==> src/rtl/wdog_pkg.sv <==
package wdog_pkg;
  localparam int unsigned WD_MULT_W = 5;
  localparam int unsigned WD_RES_W  = 2;

  typedef enum logic [1:0] {
    RS_NONE  = 2'd0,
    RS_WRITE = 2'd1,
    RS_READ  = 2'd2
  } restart_e;
endpackage

==> src/rtl/wdog_cfg_reg.sv <==
module wdog_cfg_reg #(
  parameter int unsigned MULT_W = 5,
  parameter int unsigned RES_W  = 2,
  localparam int unsigned DATA_W  = 1 + MULT_W + RES_W,
  localparam int unsigned RES_N   = 1 << RES_W,
  localparam int unsigned CNT_W   = MULT_W + 2 * (RES_N - 1)
) (
  input  logic              clk_i,
  input  logic              rst_ni,
  input  logic              wr_i,
  input  logic [DATA_W-1:0] wdata_i,
  input  logic              clr_i,
  output logic [DATA_W-1:0] cfg_o,
  output logic              steer_o,
  output logic [CNT_W-1:0]  timeout_o
);
  logic [DATA_W-1:0] cfg_q;
  logic [MULT_W-1:0] mult;
  logic [RES_W-1:0]  res;
  logic [CNT_W-1:0]  scaled [RES_N];

  always_ff @(posedge clk_i or negedge rst_ni) begin
    if (!rst_ni)    cfg_q <= '0;
    else if (wr_i)  cfg_q <= wdata_i;
    else if (clr_i) cfg_q <= '0;
  end

  assign mult    = cfg_q[RES_W +: MULT_W];
  assign res     = cfg_q[RES_W-1:0];
  assign steer_o = cfg_q[DATA_W-1];
  assign cfg_o   = cfg_q;

  // one pre-shifted candidate per resolution code
  for (genvar r = 0; r < RES_N; r++) begin : g_scale
    assign scaled[r] = {{(CNT_W-MULT_W){1'b0}}, mult} << (2 * r);
  end

  assign timeout_o = scaled[res];
endmodule

==> src/rtl/wdog_counter.sv <==
module wdog_counter #(
  parameter int unsigned CNT_W = 11
) (
  input  logic             clk_i,
  input  logic             rst_ni,
  input  logic             tick_i,
  input  logic             restart_i,
  input  logic [CNT_W-1:0] load_i,
  output logic             expire_o
);
  localparam logic [CNT_W-1:0] LAST = CNT_W'(1);

  logic [CNT_W-1:0] cnt_q;
  logic             run_q;

  always_ff @(posedge clk_i or negedge rst_ni) begin
    if (!rst_ni) begin
      cnt_q <= '0;
      run_q <= 1'b0;
    end else if (restart_i) begin
      cnt_q <= load_i;
      run_q <= |load_i;
    end else if (tick_i && run_q) begin
      cnt_q <= cnt_q - LAST;
      if (cnt_q == LAST) run_q <= 1'b0;
    end
  end

  // restart in the same cycle suppresses expiry
  assign expire_o = tick_i && run_q && (cnt_q == LAST) && !restart_i;
endmodule

==> src/rtl/wdog_expiry.sv <==
module wdog_expiry (
  input  logic clk_i,
  input  logic rst_ni,
  input  logic expire_i,
  input  logic steer_i,
  input  logic flag_clr_i,
  output logic flag_o,
  output logic irq_o,
  output logic rst_req_o,
  output logic cfg_clr_o
);
  logic flag_q, irq_q, req_q;

  always_ff @(posedge clk_i or negedge rst_ni) begin
    if (!rst_ni) begin
      flag_q <= 1'b0;
      irq_q  <= 1'b0;
      req_q  <= 1'b0;
    end else begin
      irq_q <= expire_i && !steer_i;
      req_q <= expire_i && steer_i;
      if (expire_i)        flag_q <= 1'b1;
      else if (flag_clr_i) flag_q <= 1'b0;
    end
  end

  assign cfg_clr_o = expire_i && steer_i;
  assign flag_o    = flag_q;
  assign irq_o     = irq_q;
  assign rst_req_o = req_q;
endmodule

==> src/rtl/wdog_steer.sv <==
module wdog_steer
  import wdog_pkg::*;
#(
  parameter int unsigned MULT_W = WD_MULT_W,
  parameter int unsigned RES_W  = WD_RES_W,
  localparam int unsigned DATA_W = 1 + MULT_W + RES_W,
  localparam int unsigned CNT_W  = MULT_W + 2 * ((1 << RES_W) - 1)
) (
  input  logic              clk_i,
  input  logic              rst_ni,
  input  logic              tick_i,
  input  logic              rd_i,
  input  logic              wr_i,
  input  logic [DATA_W-1:0] wdata_i,
  output logic [DATA_W-1:0] rdata_o,
  output logic              flag_o,
  output logic              irq_o,
  output logic              rst_req_o
);
  restart_e         restart_src;
  logic             restart;
  logic             cfg_clr;
  logic             steer;
  logic             expire;
  logic [CNT_W-1:0] timeout;
  logic [CNT_W-1:0] wr_timeout;
  logic [CNT_W-1:0] load_val;
  logic [MULT_W-1:0] wr_mult;
  logic [RES_W-1:0]  wr_res;

  always_comb begin
    if (wr_i)      restart_src = RS_WRITE;
    else if (rd_i) restart_src = RS_READ;
    else           restart_src = RS_NONE;
  end
  assign restart = (restart_src != RS_NONE);

  // a write loads the incoming value's timeout, a read the stored one
  assign wr_mult    = wdata_i[RES_W +: MULT_W];
  assign wr_res     = wdata_i[RES_W-1:0];
  assign wr_timeout = {{(CNT_W-MULT_W){1'b0}}, wr_mult} << (2 * wr_res);
  assign load_val   = (restart_src == RS_WRITE) ? wr_timeout : timeout;

  wdog_cfg_reg #(.MULT_W(MULT_W), .RES_W(RES_W)) u_cfg (
    .clk_i     (clk_i),
    .rst_ni    (rst_ni),
    .wr_i      (wr_i),
    .wdata_i   (wdata_i),
    .clr_i     (cfg_clr),
    .cfg_o     (rdata_o),
    .steer_o   (steer),
    .timeout_o (timeout)
  );

  wdog_counter #(.CNT_W(CNT_W)) u_cnt (
    .clk_i     (clk_i),
    .rst_ni    (rst_ni),
    .tick_i    (tick_i),
    .restart_i (restart),
    .load_i    (load_val),
    .expire_o  (expire)
  );

  wdog_expiry u_exp (
    .clk_i      (clk_i),
    .rst_ni     (rst_ni),
    .expire_i   (expire),
    .steer_i    (steer),
    .flag_clr_i (wr_i),
    .flag_o     (flag_o),
    .irq_o      (irq_o),
    .rst_req_o  (rst_req_o),
    .cfg_clr_o  (cfg_clr)
  );
endmodule

==> config.mk <==
export PLATFORM = sky130hd
export DESIGN_NAME = wdog_steer
export DESIGN_NICKNAME = d
export VERILOG_FILES = /design/src/rtl/wdog_pkg.sv /design/src/rtl/wdog_cfg_reg.sv /design/src/rtl/wdog_counter.sv /design/src/rtl/wdog_expiry.sv /design/src/rtl/wdog_steer.sv
export SDC_FILE = /design/constraint.sdc
export NUM_CORES = 1
export LEC_CHECK = 0
export BUFFER_PORTS_ARGS = -buffer_cell sky130_fd_sc_hd__buf_2
export CORE_UTILIZATION = 55
export DETAILED_ROUTE_END_ITERATION = 6
export GPL_ROUTABILITY_DRIVEN = 0
export GPL_TIMING_DRIVEN = 0
export PLACE_DENSITY_LB_ADDON = 0.05
export SYNTH_ARGS = -nofsm -noshare
export SYNTH_HDL_FRONTEND = slang
export SYNTH_SLANG_ARGS = --single-unit
==> constraint.sdc <==
create_clock -name clk_i -period 2.1 [get_ports clk_i]
set_input_delay 0.315 -clock clk_i [delete_from_list [all_inputs] [get_ports clk_i]]
set_output_delay 0.315 -clock clk_i [all_outputs]
set_load 0.1 [all_outputs]
==> results of run 1 <==
[report_power, final]
| part | internal (mW) | total [mW] | switching [mW] |
|---|---|---|---|
| clock | 0.0715 | 0.218 | 0.146 |
| sequential | 0.486 | 0.538 | 0.0522 |
| combinational | 0.121 | 0.375 | 0.254 |
[logic make-up (layout without fill, tap and decap cells)]
group	count (synthesis)	count (layout)	share of synthesized area (%)
buffers and inverters	12	39	3.55
AND/OR/NAND/NOR	77	77	28.5
flip-flops	23	23	39.8
adder cells (fa/ha/maj)	2	2	1.73
multiplexers	8	8	5.54
XOR/XNOR	9	9	5.45
AO/OA/AOI/OAI	38	38	15.4
[worst paths after layout]
check	start	end	slack, ns	depth (start not counted)
max in group asynchronous	rst_ni	u_cfg.cfg_o[1]	1.25	2
min	wdata_i[6]	u_cfg.cfg_o[6]	0.24	3
min in group asynchronous	rst_ni	u_cnt.cnt_q[9]	0.47	2
min reg2reg	u_cfg.cfg_o[7]	u_exp.irq_o	0.51	1
max reg2reg	u_cnt.cnt_q[3]	u_cfg.cfg_o[1]	0.16	5
max	u_cnt.cnt_q[3]	u_cfg.cfg_o[1]	0.16	5
[layout by cell type, fill, tap and decap left out, drive strengths merged, types with 4 or more instances in the layout]
cell / count
nor3: 9
xnor2: 8
inv: 4
o21ai: 9
o22ai: 8
clkbuf: 7
nand2b: 10
nor2: 25
dfrtp: 23
nand2: 17
buf: 26
mux2i: 8
a21oi: 13
[worst register-to-register path, cell delays in order, from the launching register on]
cell and delay (ns):
sky130_fd_sc_hd__dfrtp_1 0.46, sky130_fd_sc_hd__nor4_4 0.34, sky130_fd_sc_hd__nand2_1 0.14, sky130_fd_sc_hd__or3_4 0.40
sky130_fd_sc_hd__nor3_4 0.37, sky130_fd_sc_hd__o21ai_1 0.13
[layout make-up]
class	instances	area [um^2]
Fill cell	224	845
Multi-Input combinational cell	134	818
Sequential cell	23	578
Timing Repair Buffer	23	120
Tap cell	30	37.5
Buffer	8	36.3
Clock buffer	3	22.5
Inverter	4	15.0
Clock inverter	1	5.00
[layer usage]
layer / routed length (um) / GRT usage (%)
met5: 0 / 0
met4: 48 / 9.21
met3: 119 / 2.59
met2: 1620 / 46.7
met1: 1410 / 34.4
[state kept, by name, summed over array words and instances (netlist names)]
register and count:
u_exp.irq_o 1, u_cfg.cfg_o 8, u_exp.rst_req_o 1, u_cnt.run_q 1
u_exp.flag_o 1, u_cnt.cnt_q 11
[through the flow]
step | worst slack [ns] | hold slack, ns | instances
CTS | 0.140 | 0.233 | 226
global placement | 0.180 | 0.312 | 221
floorplan | 0.156 | 0.0194 | 169
global route | 0.0418 | 0.244 | 226
detailed placement | 0.163 | 0.323 | 221
finish | 0.158 | 0.236 | 226
[what timing repair did]
| item | 4_1_cts | 5_1_grt |
|---|---|---|
| hold buffers | 1 | 0 |
| hold endpoints to repair | 23 | 0 |
| setup endpoints to repair | 0 | 0 |
| gates resized for setup | 0 | 0 |
==> impl_metrics.sql, run 1 <==
INSERT INTO impl_metrics (metric_group, metric, value, unit) VALUES
('critical_path', 'worstSetupEndpointType', 'flip-flop', ''),
('logic_synthesis', 'yosys_warnings', '0', ''),
('sta', 'tightestPinTransition', '0.518', 'ns'),
('status', 'run_status', 'completed', ''),
('power_and_ir_drop', 'p_leak', '0.712', 'nW'),
('power_and_ir_drop', 'p_per_cell_area', '693', 'nW/um^2'),
('cts', 'clk_pin_slew', '0.14', 'ns'),
('logic_synthesis', 'synthesis.nets', '184', ''),
('logic_synthesis', 'post_synth_most_frequent_cells', 'sky130_fd_sc_hd__nor2_1, sky130_fd_sc_hd__dfrtp_1, sky130_fd_sc_hd__nand2_1, sky130_fd_sc_hd__a21oi_1, sky130_fd_sc_hd__nand2b_1', ''),
('detailed_routing', 'drt-vias-per-instance', '5.82', ''),
('logic_synthesis', 'yosys.area.top_type', 'sky130_fd_sc_hd__dfrtp_1', ''),
('global_route', 'grt_antenna_before_repair', '0', ''),
('cts', 'cts_max_path_buffers', '2', ''),
('critical_path', 'worst_ep_required_time', '2.31', 'ns'),
('power_and_ir_drop', 'vdd_ir_drop_max', '594', 'uV'),
('detailed_routing', 'dr.first_iter.drc_count', '24', ''),
('logic_synthesis', 'synthesis.area_per_instance', '8.55', 'um^2'),
('layout', 'area_delta_synth_final', '13.0', '%'),
('detailed_routing', 'drt_drc_violations_left', '0', ''),
('sta', 'max_freq', '515', 'MHz'),
('logic_synthesis', 'syn-cell-area', '1450', 'um^2'),
('logic_synthesis', 'synthDistinctLibCells', '38', ''),
('global_route', 'grt_max_degree', '24', ''),
('floorplanning', 'core_region_area', '2480', 'um^2'),
('cts', 'post_cts_repair_timing_setup_buffer_count', '0', ''),
('floorplanning', 'num_rows', '18', ''),
('floorplanning', 'start_util', '58.3', '%'),
('layout', 'final_area', '1630', 'um^2'),
('flow_run', 'max-cap-violations', '0', ''),
('sta', 'min_period_over_period', '92.5', '%'),
('critical_path', 'timing_worst_setup_path_type', 'flip-flop to flip-flop', ''),
('logic_synthesis', 'synth-edff-count', '0', ''),
('detailed_routing', 'finalWirelength', '3200', 'um'),
('logic_synthesis', 'ys.flop_type', 'sky130_fd_sc_hd__dfrtp_1', ''),
('logic_synthesis', 'synth.most_common_cell', 'sky130_fd_sc_hd__nor2_1', ''),
('detailed_routing', 'detailroute.via_count', '1315', ''),
('critical_path', 'critical-path-max-stage-delay', '0.46', 'ns'),
('critical_path', 'cp_top_family', 'simple AND/OR/NAND/NOR gates', ''),
('logic_synthesis', 'ys_ff_latch', '23', ''),
('global_route', 'grt_usage', '26.9', '%'),
('critical_path', 'cp_data_arrival_time', '2.15', 'ns'),
('floorplanning', 'design.portCount', '24', ''),
('floorplanning', 'die_width', '53.3', 'um'),
('layout', 'diode_insertion_count_for_antenna_repair', '0', ''),
('global_route', 'overflow', '0', ''),
('floorplanning', 'die_area', '2840', 'um^2'),
('logic_synthesis', 'yosys.area.top_type_share', '39.8', '%'),
('sta', 'rsz0062_at_grt', 'no', ''),
('logic_synthesis', 'top_area_cells_in_the_synthesized_netlist', 'sky130_fd_sc_hd__dfrtp_1, sky130_fd_sc_hd__nor2_1, sky130_fd_sc_hd__mux2i_1', ''),
('sta', 'final.setup.tns', '0', 'ns'),
('logic_synthesis', 'synth_seq_area_share', '39.8', '%'),
('floorplanning', 'die_height', '53.3', 'um'),
('sta', 'slew_headroom', '65.4', '%'),
('cts', 'cts.sinks', '23', ''),
('cts', 'tritoncts.num_buffers', '3', ''),
('min_path', 'worstHoldPathType', 'primary input to flip-flop', ''),
('layout', 'num-nets-final', '212', ''),
('sta', 'finalCriticalPeriod', '1.94', 'ns'),
('place', 'place.detailed.hpwl', '2500', 'um'),
('sta', 'report.final.hold_viol_count', '0', ''),
('detailed_routing', 'ant_nets', '0', ''),
('sta', 'drv_slew', '0', ''),
('critical_path', 'path_cells', 'nor4_4 > nand2_1 > or3_4 > nor3_4 > o21ai_1', ''),
('layout', 'post_route_core_utilization', '65.9', '%'),
('critical_path', 'setup.worst_path.start_class', 'flip-flop', ''),
('cts', 'htree_num_levels', '1', ''),
('logic_synthesis', 'synth_cells', '169', ''),
('power_and_ir_drop', 'post_layout_total_power', '1.13', 'mW'),
('critical_path', 'critPathSlowestCell', 'sky130_fd_sc_hd__dfrtp_1', ''),
('critical_path', 'path_buf_inv', '0', ''),
('critical_path', 'worstPathMaxFanout', '8', '');
Power figures use the tool's default switching activity.
==> run 2, diff against run 1 <==
--- a/config.mk
+++ b/config.mk
@@ -6,6 +6,7 @@
 export NUM_CORES = 1
 export LEC_CHECK = 0
 export BUFFER_PORTS_ARGS = -buffer_cell sky130_fd_sc_hd__buf_2
+export CORE_MARGIN = 4
 export CORE_UTILIZATION = 55
 export DETAILED_ROUTE_END_ITERATION = 6
 export GPL_ROUTABILITY_DRIVEN = 0
==> impl_metrics.sql, run 2 (same netlist as run 1, synthesis figures left out) <==
INSERT INTO impl_metrics (metric_group, metric, value, unit) VALUES
('detailed_routing', 'dr.first_iter.drc_count', '66', ''),
('power_and_ir_drop', 'pwr-share-clk', '18.8', '%'),
('layout', 'area_delta_synth_final', '13.0', '%'),
('detailed_routing', 'finalWirelength', '3460', 'um'),
('cts', 'cts_max_path_buffers', '2', ''),
('place', 'place.detailed.hpwl', '2680', 'um'),
('sta', 'final.setup.tns', '0', 'ns'),
('detailed_routing', 'drt-vias-per-instance', '6.08', ''),
('place', 'io_buffer_count', '22', ''),
('cts', 'clk_pin_slew', '0.13', 'ns'),
('layout', 'layout.cells.most_common_list', 'sky130_fd_sc_hd__nor2_1, sky130_fd_sc_hd__buf_2, sky130_fd_sc_hd__dfrtp_1', ''),
('detailed_routing', 'ant_nets', '0', ''),
('power_and_ir_drop', 'seqPwrFrac', '47.5', '%'),
('sta', 'max_freq', '524', 'MHz'),
('place', 'place_worst_setup_slack', '0.124', 'ns'),
('layout', 'diode_insertion_count_for_antenna_repair', '0', ''),
('critical_path', 'timing_worst_setup_path_type', 'flip-flop to flip-flop', ''),
('power_and_ir_drop', 'internal_cell_power', '0.677', 'mW'),
('power_and_ir_drop', 'p_per_cell_area', '695', 'nW/um^2'),
('floorplanning', 'die_height', '59.3', 'um'),
('floorplanning', 'core_region_area', '2500', 'um^2'),
('floorplanning', 'design.portCount', '24', ''),
('cts', 'cts.sinks', '23', ''),
('critical_path', 'r2r_setup_slack', '0.19', 'ns'),
('critical_path', 'critPathSlowestCell', 'sky130_fd_sc_hd__dfrtp_1', ''),
('cts', 'clk_latency', '0.31', 'ns'),
('global_route', 'first_global_vias', '1443', ''),
('layout', 'num-nets-final', '212', ''),
('cts', 'clock-root-buffer', 'sky130_fd_sc_hd__clkbuf_4', ''),
('global_route', 'global_route_wire_length_before_repair', '6210', 'um'),
('sta', 'finalCriticalPeriod', '1.91', 'ns'),
('critical_path', 'worstSetupEndpointType', 'flip-flop', ''),
('layout', 'largest_register', 'u_cnt.cnt_q', ''),
('sta', 'fin_skew', '0.000948', 'ns'),
('layout', 'share_of_cells_above_drive_strength_1', '20.4', '%'),
('status', 'run_status', 'completed', ''),
('global_route', 'grt_antenna_before_repair', '0', ''),
('critical_path', 'worst_ep_required_time', '2.30', 'ns'),
('critical_path', 'cp_data_arrival_time', '2.11', 'ns'),
('global_route', 'grt_max_degree', '24', ''),
('detailed_routing', 'drt_drc_violations_left', '0', ''),
('power_and_ir_drop', 'vdd_ir_drop_max', '531', 'uV'),
('detailed_routing', 'drt_pre_antenna_iters', '4', ''),
('power_and_ir_drop', 'total_switching_power', '0.457', 'mW'),
('sta', 'setup_violations', '0', ''),
('sta', 'drv_slew', '0', ''),
('global_route', 'grt_usage', '22.9', '%'),
('global_route', 'overflow', '0', ''),
('critical_path', 'path_cells', 'nor4_4 > nand2_1 > or3_4 > nor3_4 > o21ai_1', ''),
('flow_run', 'max-cap-violations', '0', ''),
('power_and_ir_drop', 'p_leak', '0.711', 'nW'),
('sta', 'min_period_over_period', '90.8', '%'),
('power_and_ir_drop', 'combPwrFrac', '33.7', '%'),
('critical_path', 'path_buf_inv', '0', ''),
('floorplanning', 'num_rows', '18', ''),
('critical_path', 'cp_top_family', 'simple AND/OR/NAND/NOR gates', ''),
('floorplanning', 'start_util', '57.8', '%'),
('sta', 'post-route-worst-setup-slack', '0.193', 'ns'),
('cts', 'cts_tree', 'built', ''),
('critical_path', 'setup.worst_path.start_class', 'flip-flop', ''),
('layout', 'largest_reg_flops', '11', ''),
('sta', 'rsz0062_at_grt', 'no', ''),
('min_path', 'worstHoldPathType', 'primary input to flip-flop', ''),
('sta', 'slew_headroom', '61.8', '%'),
('floorplanning', 'die_area', '3510', 'um^2'),
('detailed_routing', 'drt-wirelength-per-cell', '15.3', 'um'),
('floorplanning', 'die_width', '59.3', 'um'),
('detailed_routing', 'detailroute.via_count', '1373', ''),
('critical_path', 'critical-path-max-stage-delay', '0.47', 'ns'),
('power_and_ir_drop', 'p_sw_share', '40.3', '%'),
('critical_path', 'worstPathMaxFanout', '8', ''),
('cts', 'tritoncts.num_buffers', '3', ''),
('sta', 'report.final.hold_viol_count', '0', ''),
('sta', 'tightestPinTransition', '0.571', 'ns'),
('cts', 'htree_num_levels', '1', '');
run 2: cell counts in the layout (fill, tap and decap cells not counted):
No cell type changed its count.
run 2: worst register-to-register path, delay by kind of cell, from the launching register on:
kind,cells,cell delay (ns)
compound gates,1,0.13
simple gates,4,1.19
flops,1,0.47
run 2: final cells by class:
class / instances / area (um^2)
tap: 30 / 37.5
buffer: 8 / 36.3
multi-input combinational: 134 / 818
fill: 208 / 867
inverter: 4 / 15.0
clock buffer: 3 / 22.5
clock inverter: 1 / 5.00
timing repair buffer: 23 / 120
sequential: 23 / 578
run 2: stage by stage:
stage	cells	total power, mW	hold slack, ns	cell area, um^2	utilization (%)
after floorplan	169	0.831	0.0194	1450	-
after global routing	226	1.20	0.236	1630	65.3
final	226	1.13	0.247	1630	65.3
after CTS	226	1.13	0.243	1630	65.3
after detailed placement	221	0.924	0.314	1600	63.8
after global placement	221	0.910	0.306	1600	63.8
run 2: repair_timing:
item	CTS	global route
gates resized for setup	0	0
hold buffers	1	0
setup endpoints to repair	0	2
buffers inserted	0	0
endpoints found under the hold margin	23	0
run 2: worst paths after layout:
path / from / to / cells past startpoint
worst min register to register: u_cfg.cfg_o[7] / u_exp.irq_o / 1
worst min-delay path: wdata_i[6] / u_cfg.cfg_o[6] / 3
min in group asynchronous: rst_ni / u_exp.flag_o / 2
worst max register to register: u_cnt.cnt_q[3] / u_cfg.cfg_o[0] / 5
max in group asynchronous: rst_ni / u_cfg.cfg_o[1] / 2
worst max-delay path: u_cnt.cnt_q[3] / u_cfg.cfg_o[0] / 5
run 2: power groups by stage:
stage | logic [mW] | registers (mW) | clock network [mW]
after floorplan | 0.206 | 0.626 | 0
after global placement | 0.367 | 0.543 | 0
after detailed placement | 0.378 | 0.546 | 0
after CTS | 0.381 | 0.538 | 0.212
after global routing | 0.413 | 0.547 | 0.236
final | 0.382 | 0.539 | 0.213
run 2: per-layer routing:
layer  vias to the layer above  part of all wire [%]  track usage [%]
li1                        647                     -                -
met1                       655                    43             29.8
met2                        59                    48             36.3
met3                        12                   5.9             3.92
met4                         0                   2.7             12.0
met5                         -                     0                0
